**config.mk**
```make
export PLATFORM = sky130hd
export DESIGN_NAME = dmab_irq_ctrl
export DESIGN_NICKNAME = d
export VERILOG_FILES = /design/src/rtl/dmab_irq_pkg.sv /design/src/rtl/dmab_half_det.sv /design/src/rtl/dmab_flag_bank.sv /design/src/rtl/dmab_irq_prio.sv /design/src/rtl/dmab_irq_ctrl.sv
export SDC_FILE = /design/constraint.sdc
export NUM_CORES = 1
export LEC_CHECK = 0
export BUFFER_PORTS_ARGS = -buffer_cell sky130_fd_sc_hd__buf_2
export CAP_MARGIN = 20
export CORE_UTILIZATION = 39
export DETAILED_ROUTE_END_ITERATION = 12
export PLACE_DENSITY = 0.64
export SLEW_MARGIN = 10
export SYNTH_ARGS = -nofsm -noshare
export SYNTH_HDL_FRONTEND = slang
export SYNTH_SLANG_ARGS = --single-unit
```
**constraint.sdc**
```tcl
create_clock -name clk -period 3.36 [get_ports clk]
set_input_delay 0.336 -clock clk [delete_from_list [all_inputs] [get_ports clk]]
set_output_delay 0.336 -clock clk [all_outputs]
set_load 0.005 [all_outputs]
```
**src/rtl/dmab_irq_pkg.sv**
```systemverilog
package dmab_irq_pkg;

  typedef enum logic [1:0] {
    CODE_NONE = 2'd0,
    CODE_ADDR = 2'd1,
    CODE_ALL  = 2'd2,
    CODE_HALF = 2'd3
  } irq_code_e;

  typedef struct packed {
    logic addr;
    logic all_end;
    logic half_end;
  } irq_lines_t;

endpackage

```
**src/rtl/dmab_half_det.sv**
```systemverilog
module dmab_half_det #(
  parameter int CNT_W      = 12,
  parameter int BEAT_BYTES = 4
) (
  input  logic             clk,
  input  logic             rst,
  input  logic             load,
  input  logic [CNT_W-1:0] len,
  input  logic             beat,
  output logic             fire
);

  localparam logic [CNT_W:0] STEP = (CNT_W+1)'(BEAT_BYTES);

  logic [CNT_W-1:0] cnt_q;
  logic [CNT_W-1:0] tgt_q;
  logic             armed_q;
  logic [CNT_W:0]   sum;

  assign sum  = {1'b0, cnt_q} + STEP;
  assign fire = armed_q & beat & ~load & (sum >= {1'b0, tgt_q});

  always_ff @(posedge clk) begin
    if (rst) begin
      cnt_q   <= '0;
      tgt_q   <= '0;
      armed_q <= 1'b0;
    end else if (load) begin
      cnt_q   <= '0;
      tgt_q   <= len >> 1;
      armed_q <= 1'b1;
    end else if (beat && armed_q) begin
      cnt_q <= sum[CNT_W-1:0];
      if (fire) armed_q <= 1'b0;
    end
  end


  half_once_chk: assert property (@(posedge clk) disable iff (rst)
    fire |=> !fire);


  rearm_on_load_chk: assert property (@(posedge clk) disable iff (rst)
    load |=> armed_q);

endmodule

```
**src/rtl/dmab_flag_bank.sv**
```systemverilog
module dmab_flag_bank #(
  parameter int NEV = 10
) (
  input  logic           clk,
  input  logic           rst,
  input  logic [NEV-1:0] evt,
  input  logic           en_we,
  input  logic [NEV-1:0] en_wdata,
  input  logic           clr_we,
  input  logic [NEV-1:0] clr_wdata,
  output logic [NEV-1:0] flag_q,
  output logic [NEV-1:0] en_q,
  output logic [NEV-1:0] flag_nx,
  output logic [NEV-1:0] en_nx
);

  for (genvar i = 0; i < NEV; i++) begin : g_bit
    logic keep;
    assign keep       = flag_q[i] & ~(clr_we & ~clr_wdata[i]);
    assign flag_nx[i] = keep | (evt[i] & en_q[i]);


    no_set_when_off_chk: assert property (@(posedge clk) disable iff (rst)
      (!flag_q[i] && !en_q[i]) |=> !flag_q[i]);


    evt_beats_clr_chk: assert property (@(posedge clk) disable iff (rst)
      (evt[i] && en_q[i]) |=> flag_q[i]);


    sticky_chk: assert property (@(posedge clk) disable iff (rst)
      (flag_q[i] && !clr_we) |=> flag_q[i]);
  end

  assign en_nx = en_we ? en_wdata : en_q;

  always_ff @(posedge clk) begin
    if (rst) begin
      flag_q <= '0;
      en_q   <= '0;
    end else begin
      flag_q <= flag_nx;
      en_q   <= en_nx;
    end
  end

endmodule

```
**src/rtl/dmab_irq_prio.sv**
```systemverilog
module dmab_irq_prio
  import dmab_irq_pkg::*;
#(
  parameter int NAUD = 4,
  parameter int NEV  = 2 * NAUD + 2
) (
  input  logic           clk,
  input  logic           rst,
  input  logic [NEV-1:0] flag_nx,
  input  logic [NEV-1:0] en_nx,
  output irq_lines_t     lines_q,
  output irq_code_e      code_q
);

  localparam int DONE_LO = 1;
  localparam int DONE_HI = NAUD + 1;
  localparam int HALF_LO = NAUD + 2;

  logic [NEV-1:0] act;
  irq_lines_t     lines_d;
  irq_code_e      code_d;

  assign act = flag_nx & en_nx;

  always_comb begin
    lines_d.addr     = act[0];
    lines_d.all_end  = |act[DONE_HI:DONE_LO];
    lines_d.half_end = |act[NEV-1:HALF_LO];
    if (lines_d.addr)          code_d = CODE_ADDR;
    else if (lines_d.all_end)  code_d = CODE_ALL;
    else if (lines_d.half_end) code_d = CODE_HALF;
    else                       code_d = CODE_NONE;
  end

  always_ff @(posedge clk) begin
    if (rst) begin
      lines_q <= '0;
      code_q  <= CODE_NONE;
    end else begin
      lines_q <= lines_d;
      code_q  <= code_d;
    end
  end


  code_idle_chk: assert property (@(posedge clk) disable iff (rst)
    (code_q == CODE_NONE) |-> (lines_q == '0));


  addr_first_chk: assert property (@(posedge clk) disable iff (rst)
    lines_q.addr |-> (code_q == CODE_ADDR));


  all_before_half_chk: assert property (@(posedge clk) disable iff (rst)
    (!lines_q.addr && lines_q.all_end) |-> (code_q == CODE_ALL));

endmodule

```
**src/rtl/dmab_irq_ctrl.sv**
```systemverilog
module dmab_irq_ctrl
  import dmab_irq_pkg::*;
#(
  parameter int  NCH        = 2,
  parameter int  CNT_W      = 12,
  parameter int  BEAT_BYTES = 4,
  localparam int NAUD       = 2 * NCH,
  localparam int NEV        = 2 * NAUD + 2
) (
  input  logic             clk,
  input  logic             rst,
  input  logic             sw_en_we,
  input  logic [NEV-1:0]   sw_en_wdata,
  input  logic             sw_clr_we,
  input  logic [NEV-1:0]   sw_clr_wdata,
  input  logic             usb_addr_err,
  input  logic             usb_done,
  input  logic [NAUD-1:0]  aud_done,
  input  logic [NAUD-1:0]  aud_load,
  input  logic [CNT_W-1:0] aud_len,
  input  logic [NAUD-1:0]  aud_beat,
  input  logic             disp_done,
  output logic [NEV-1:0]   flags_o,
  output logic [NEV-1:0]   enables_o,
  output logic             irq_addr_err,
  output logic             irq_all_end,
  output logic             irq_half_end,
  output logic [1:0]       irq_code
);

  localparam int IDX_ADDR = 0;
  localparam int IDX_DONE = 1;
  localparam int IDX_USB  = NAUD + 1;
  localparam int IDX_HALF = NAUD + 2;

  logic [NAUD-1:0] half_fire;
  logic [NEV-1:0]  evt;
  logic [NEV-1:0]  flag_nx;
  logic [NEV-1:0]  en_nx;
  irq_lines_t      lines_q;
  irq_code_e       code_q;

  for (genvar k = 0; k < NAUD; k++) begin : g_lane
    dmab_half_det #(
      .CNT_W      (CNT_W),
      .BEAT_BYTES (BEAT_BYTES)
    ) u_half (
      .clk  (clk),
      .rst  (rst),
      .load (aud_load[k]),
      .len  (aud_len),
      .beat (aud_beat[k]),
      .fire (half_fire[k])
    );
  end

  always_comb begin
    evt                           = '0;
    evt[IDX_ADDR]                 = usb_addr_err;
    evt[IDX_DONE +: NAUD]         = aud_done;
    evt[IDX_USB]                  = usb_done;
    evt[IDX_HALF +: NAUD]         = half_fire;
  end

  dmab_flag_bank #(
    .NEV (NEV)
  ) u_bank (
    .clk       (clk),
    .rst       (rst),
    .evt       (evt),
    .en_we     (sw_en_we),
    .en_wdata  (sw_en_wdata),
    .clr_we    (sw_clr_we),
    .clr_wdata (sw_clr_wdata),
    .flag_q    (flags_o),
    .en_q      (enables_o),
    .flag_nx   (flag_nx),
    .en_nx     (en_nx)
  );

  dmab_irq_prio #(
    .NAUD (NAUD),
    .NEV  (NEV)
  ) u_prio (
    .clk     (clk),
    .rst     (rst),
    .flag_nx (flag_nx),
    .en_nx   (en_nx),
    .lines_q (lines_q),
    .code_q  (code_q)
  );

  assign irq_addr_err = lines_q.addr;
  assign irq_all_end  = lines_q.all_end;
  assign irq_half_end = lines_q.half_end;
  assign irq_code     = code_q;


  disp_no_effect_chk: assert property (@(posedge clk) disable iff (rst)
    (disp_done && !usb_addr_err && !usb_done && (aud_done == '0) &&
     (aud_beat == '0) && !sw_clr_we) |=> $stable(flags_o));


  addr_err_line_chk: assert property (@(posedge clk) disable iff (rst)
    (usb_addr_err && enables_o[IDX_ADDR] && !sw_en_we) |=> irq_addr_err);

endmodule

```
# Word-level counts from Yosys, hierarchy flattened
# Index checks and enable logic that the tools add are counted.
# Widths: inputs -> output; s select.
# op_classes
n_addsub,4
magnitude_cmp,4
muxes,16
bitwise,77
reduce_logical,23
# ops
cell,count
$add 12x3->13 const B,4
$ge 13x11->1,4
$and 1x1->1,42
$not 1->1,24
$reduce_bool 2->1,8
$mux 1,13
$and 10x10->10,1
$mux 10,1
$or 1x1->1,10
$reduce_or 2->1,5
$reduce_and 2->1,4
$reduce_or 5->1,1
$logic_and 1x1->1,4
$mux 2,2
$reduce_or 4->1,1
# word_totals
ff_bits,121
input_bits,51
out_inout_bits,25
elab_cells,143

# Logic depth before layout (Yosys ltp)
# depth
ltp_word,10
ltp_mapped,12
mapped_depth_nobuf,12

# Modules after synthesis
# Synthesis repeated with hierarchy kept, for this count alone.
# unflattened
cells_unflattened,688
area_unflattened_um2,6135.9
# modules_own_cells
mod,instances,cells_each,area_per_inst_um2,seq_area_each_um2
dmab_half_det,4,144,1241.2,440.4
dmab_flag_bank,1,94,975.9,400.4
dmab_irq_prio,1,18,195.2,100.1

# Worst setup path after synthesis
# OpenSTA, ideal clock, no wires.
# synth_path
path_type,flip-flop to flip-flop
from,register g_lane[2].u_half.cnt_q[4]
to,register u_prio.code_q[0]
setup_time_ns,0.127
t_arrival_ns,2.622
required_ns,3.233
path_slack_ns,0.611
path_stages_with_launch,12
n_path_buf,0
period_less_slack_ns,2.749
cell_sequence,dfxtp_1 -> nand2_1 -> or2_2 -> nor2_1 -> xor2_1 -> ha_1 -> a21oi_1 -> nand2_1 -> a2111oi_0 -> a21oi_1 -> o211a_1 -> or3_1
# synth_via
elab_chain_len,10
# synth_rtl
item,line_no,source
from (decl),dmab_half_det.sv:15,logic [CNT_W-1:0] cnt_q;
from (signal assigned),dmab_half_det.sv:33,cnt_q <= sum[CNT_W-1:0];
$add 12x3->13,dmab_half_det.sv:20,"assign sum = {1'b0, cnt_q} + STEP;"
net g_lane[2].u_half.sum[9],dmab_half_det.sv:18,logic [CNT_W:0] sum;
$ge 13x11->1,dmab_half_det.sv:21,"assign fire = armed_q & beat & ~load & (sum >= {1'b0, tgt_q});"
$and 1x1->1,dmab_half_det.sv:21,
$and 1x1->1,dmab_flag_bank.sv:20,assign flag_nx[i] = keep | (evt[i] & en_q[i]);
$or 1x1->1,dmab_flag_bank.sv:20,
$and 10x10->10,dmab_irq_prio.sv:23,assign act = flag_nx & en_nx;
$reduce_or 4->1,dmab_irq_prio.sv:28,lines_d.half_end = |act[NEV-1:HALF_LO];
$mux 2,dmab_irq_prio.sv:31,else if (lines_d.half_end) code_d = CODE_HALF;
$mux 2,dmab_irq_prio.sv:30,else if (lines_d.all_end) code_d = CODE_ALL;
$mux 1,dmab_irq_prio.sv:29,if (lines_d.addr) code_d = CODE_ADDR;
to (signal assigned),dmab_irq_prio.sv:41,code_q <= code_d;
to (decl),dmab_irq_prio.sv:12,output irq_code_e code_q
# The timed path passes the listed nets, and every way through them passes these cells.
# A chain may end at the register's enable or synchronous reset.

# Worst setup path in the final report
# layout_path
from,register g_lane[2].u_half.cnt_q[5]
to,register u_prio.code_q[0]
# The elaborated chain is that of the path after synthesis.

==> reports/metrics.cfg <==
[run_status]
run_status = completed

[floorplan]
placement_rows = 44
pin_count = 76
die_width_um = 125
die_height_um = 125
core-area_um2 = 14600
starting_utilization_of_the_core_area_pct = 40.3
die_area_um2 = 15600

[grt]
use_met2_pct = 29.1
maximum_number_of_pins_on_one_net_before_global_route_repair = 38
grt_pass1_wl_mm = 22.5
grt-busiest-layer = met2
gr-usage-met1_pct = 24.4
overall_routing_resource_usage_pct = 18.5
met3_grt_util_pct = 3.81
initial_antenna_violation_count = 0
number_of_global_route_vias_before_repair = 4459
grt_overflow = 0

[clock_tree]
total_clock_buffers_created_by_cts = 17
worstSkewPairLatency_ns = 0.42
cts_root_buf = sky130_fd_sc_hd__clkbuf_16
clk_path_buf_depth = 2
post_cts_buffers = 0
tritoncts_clock_tree = done
htree_num_levels = 4
clock_sink_count = 113
clkSlewWorstSetupHoldPaths_ns = 0.05

[synthesis]
yosys_warnings = 0
synth_cells = 692
synth_seq_cells = 113
synth_largest_type_area_fraction_pct = 38.4
synth_fp_nets = 783
synthDominantAreaCellType = sky130_fd_sc_hd__dfxtp_1
synth_edf_count = 0
post-synth-top-count-cell = sky130_fd_sc_hd__nor2_1
synth_common_cells = sky130_fd_sc_hd__nor2_1, sky130_fd_sc_hd__dfxtp_1, sky130_fd_sc_hd__mux2i_1
dominantRegCellSynth = sky130_fd_sc_hd__dfxtp_1
syn-cell-area_um2 = 5890
synth_top_area_cells = sky130_fd_sc_hd__dfxtp_1, sky130_fd_sc_hd__mux2i_1, sky130_fd_sc_hd__ha_1
postSynth.asyncResetShare_pct = 0
syn_area_per_cell_um2 = 8.52
synth_sequential_area_ratio_pct = 38.4
synthDistinctLibCells = 49

[critical_path]
critical-path-top-delay-family = compound AO/OA/AOI/OAI gates
crit_fanout = 6
worst_setup_ep_type = register
cp_slowest_stage_delay_ns = 0.51
worst_setup_path_start_kind = register
timing.setup.critical_path_class = register to register
arrival_ns = 3.33
crit_path_cell_trace = nand2_1 -> or2_2 -> nor2_1 -> xor2_1 -> ha_1 -> a21oi_1 -> nand2_1 -> a2111oi_1 -> a21oi_1 -> o211a_1 -> or3_1
data_required_time_at_the_worst_endpoint_ns = 3.66
worstPathBufferInverterCount = 0
critical-path-slowest-cell = sky130_fd_sc_hd__a2111oi_1

[placed_design]
detailedPlacementHpwl_mm = 9.75
post_placement_worst_setup_slack_ns = 0.204
io_buffers = 73
globalplace.congestion = 0.795

[timing]
fin_worst_hold_slack_ns = 0.176
fin_tns_setup_ns = 0
max-slew-margin-rel_pct = 47.6
grt_setup_unrepaired = false
final_period_minus_worst_setup_slack_ns = 3.03
worst_pin_slew_ns = 0.779
final_setup_slack_of_the_worst_path_ns = 0.331
final_hold_viol_count = 0
setup_viol = 0
final_max_slew_viol_count = 0
max_freq_ghz = 0.330
min_period_over_period_pct = 90.1
final.setup_skew_ns = 0.00625

[run]
max-cap-violations = 0

[layout]
area_delta_synth_final_pct = 18.1
layout.nets = 844
diodes = 0
finish.utilization_pct = 47.6
final.fill_count = 1446
drive_above_1_share_pct = 15.8

[power_and_ir_drop]
switching_power_uw = 830
worst_vdd_drop_mv = 0.323
sequential_share_of_power_pct = 40.6
power_frac_comb_pct = 8.4
power.clock.fraction_pct = 51.1
power.share.switching_pct = 23.7
intPower_uw = 2670
power-per-cell-area_nw_per_um2 = 503
cellLeakagePower_uw = 0.00297

[detailed_routing]
vias = 4743
drt_first_pass_iters = 5
drt_iter0_markers = 231
drt-wirelength-per-cell_um = 14.2
post_drt_via_cell_ratio = 4.99
detail_route_antenna_nets = 0
routed_wl_mm = 13.5
drcViolationCount = 0

[hold_path]
hold_class = input port to register

-- repair_timing --
item,4_1_cts,5_1_grt
endpoints found under the setup margin,0,1
resized for setup,0,1
hold buffers,0,0
-- registers in the layout, indices dropped and copies added (netlist names) --
| name | cells |
|---|---|
| g_lane.u_half.tgt_q | 44 |
| g_lane.u_half.cnt_q | 40 |
| u_bank.en_q | 10 |
| u_bank.flag_q | 10 |
| g_lane.u_half.armed_q | 4 |
| u_prio.lines_q | 3 |
| u_prio.code_q | 2 |
-- through the flow --
step / std cells / cell area (µm²) / power (µW)
3_5_place_dp: 918 / 6370 / 1740
6_report: 950 / 6960 / 3510
4_1_cts: 950 / 6960 / 3540
3_3_place_gp: 918 / 6370 / 1740
5_1_grt: 950 / 6960 / 3650
2_1_floorplan: 692 / 5890 / 1630
-- power by group through the flow --
stage               clock, µW  sequential (µW)  combinational (µW)
CTS                      1820             1420                 296
floorplan                   0             1440                 191
global route             1890             1430                 331
detailed placement          0             1450                 294
global placement            0             1450                 291
finish                   1790             1420                 293
-- worst register-to-register path, cell delays in order (launching register included) --
cell and delay (ns):
sky130_fd_sc_hd__dfxtp_1 0.41, sky130_fd_sc_hd__nand2_1 0.09, sky130_fd_sc_hd__or2_2 0.34, sky130_fd_sc_hd__nor2_1 0.14, sky130_fd_sc_hd__xor2_1 0.19, sky130_fd_sc_hd__ha_1 0.28, sky130_fd_sc_hd__a21oi_1 0.14, sky130_fd_sc_hd__nand2_1 0.07
sky130_fd_sc_hd__a2111oi_1 0.51, sky130_fd_sc_hd__a21oi_1 0.21, sky130_fd_sc_hd__o211a_1 0.24, sky130_fd_sc_hd__or3_1 0.29
-- cell usage in the layout, fill, tap and decap left out, drive strengths merged, types with 7 or more instances in the layout --
cell type,count
clkbuf,22
or2,9
nand3,32
mux2i,56
nand2b,8
dfxtp,113
xor2,19
nor2,114
nand2,38
a21oi,39
or3,11
a31oi,7
nor3,13
xnor2,37
nand4,11
inv,49
ha,40
buf,76
o21ai,16
-- metal layers --
| layer | up-vias | part of all wire, % |
|---|---|---|
| li1 | 2469 | - |
| met1 | 2184 | 49 |
| met2 | 70 | 47 |
| met3 | 20 | 3.0 |
| met4 | 0 | 1.9 |
| met5 | - | 0 |
-- final timing paths --
check	startpoint	to	cells past startpoint	slack [ns]
worst max-delay path	g_lane[2].u_half.cnt_q[5]	u_prio.code_q[0]	11	0.33
worst min-delay path	aud_done[2]	u_bank.flag_q[3]	3	0.18
worst max register to register	g_lane[2].u_half.cnt_q[5]	u_prio.code_q[0]	11	0.33
worst min register to register	u_bank.flag_q[3]	u_bank.flag_q[3]	2	0.49
-- layout make-up --
cell class | instances | area [µm²] | share of cell area, %
repair buffers | 76 | 388 | 5.57
inverters | 49 | 184 | 2.64
clock inverters | 10 | 108 | 1.55
multi-input cells | 496 | 3310 | 47.5
clock buffers | 22 | 484 | 6.95
well taps | 184 | 230 | 3.31
flip-flops and latches | 113 | 2260 | 32.5
-- logic make-up (layout without fill, tap and decap cells) --
family,after synthesis,in the layout,share of synthesized area [%]
and+or+nand+nor,250,250,19.9
DFF,113,113,38.4
AOI/OAI and AO/OA,92,92,9.53
buffers and inverters,83,157,5.52
muxes,58,58,9.89
xor gates and xnor gates,56,56,8.32
adders and majority gates,40,40,8.49
No activity file was read; power rests on OpenSTA's default activity.
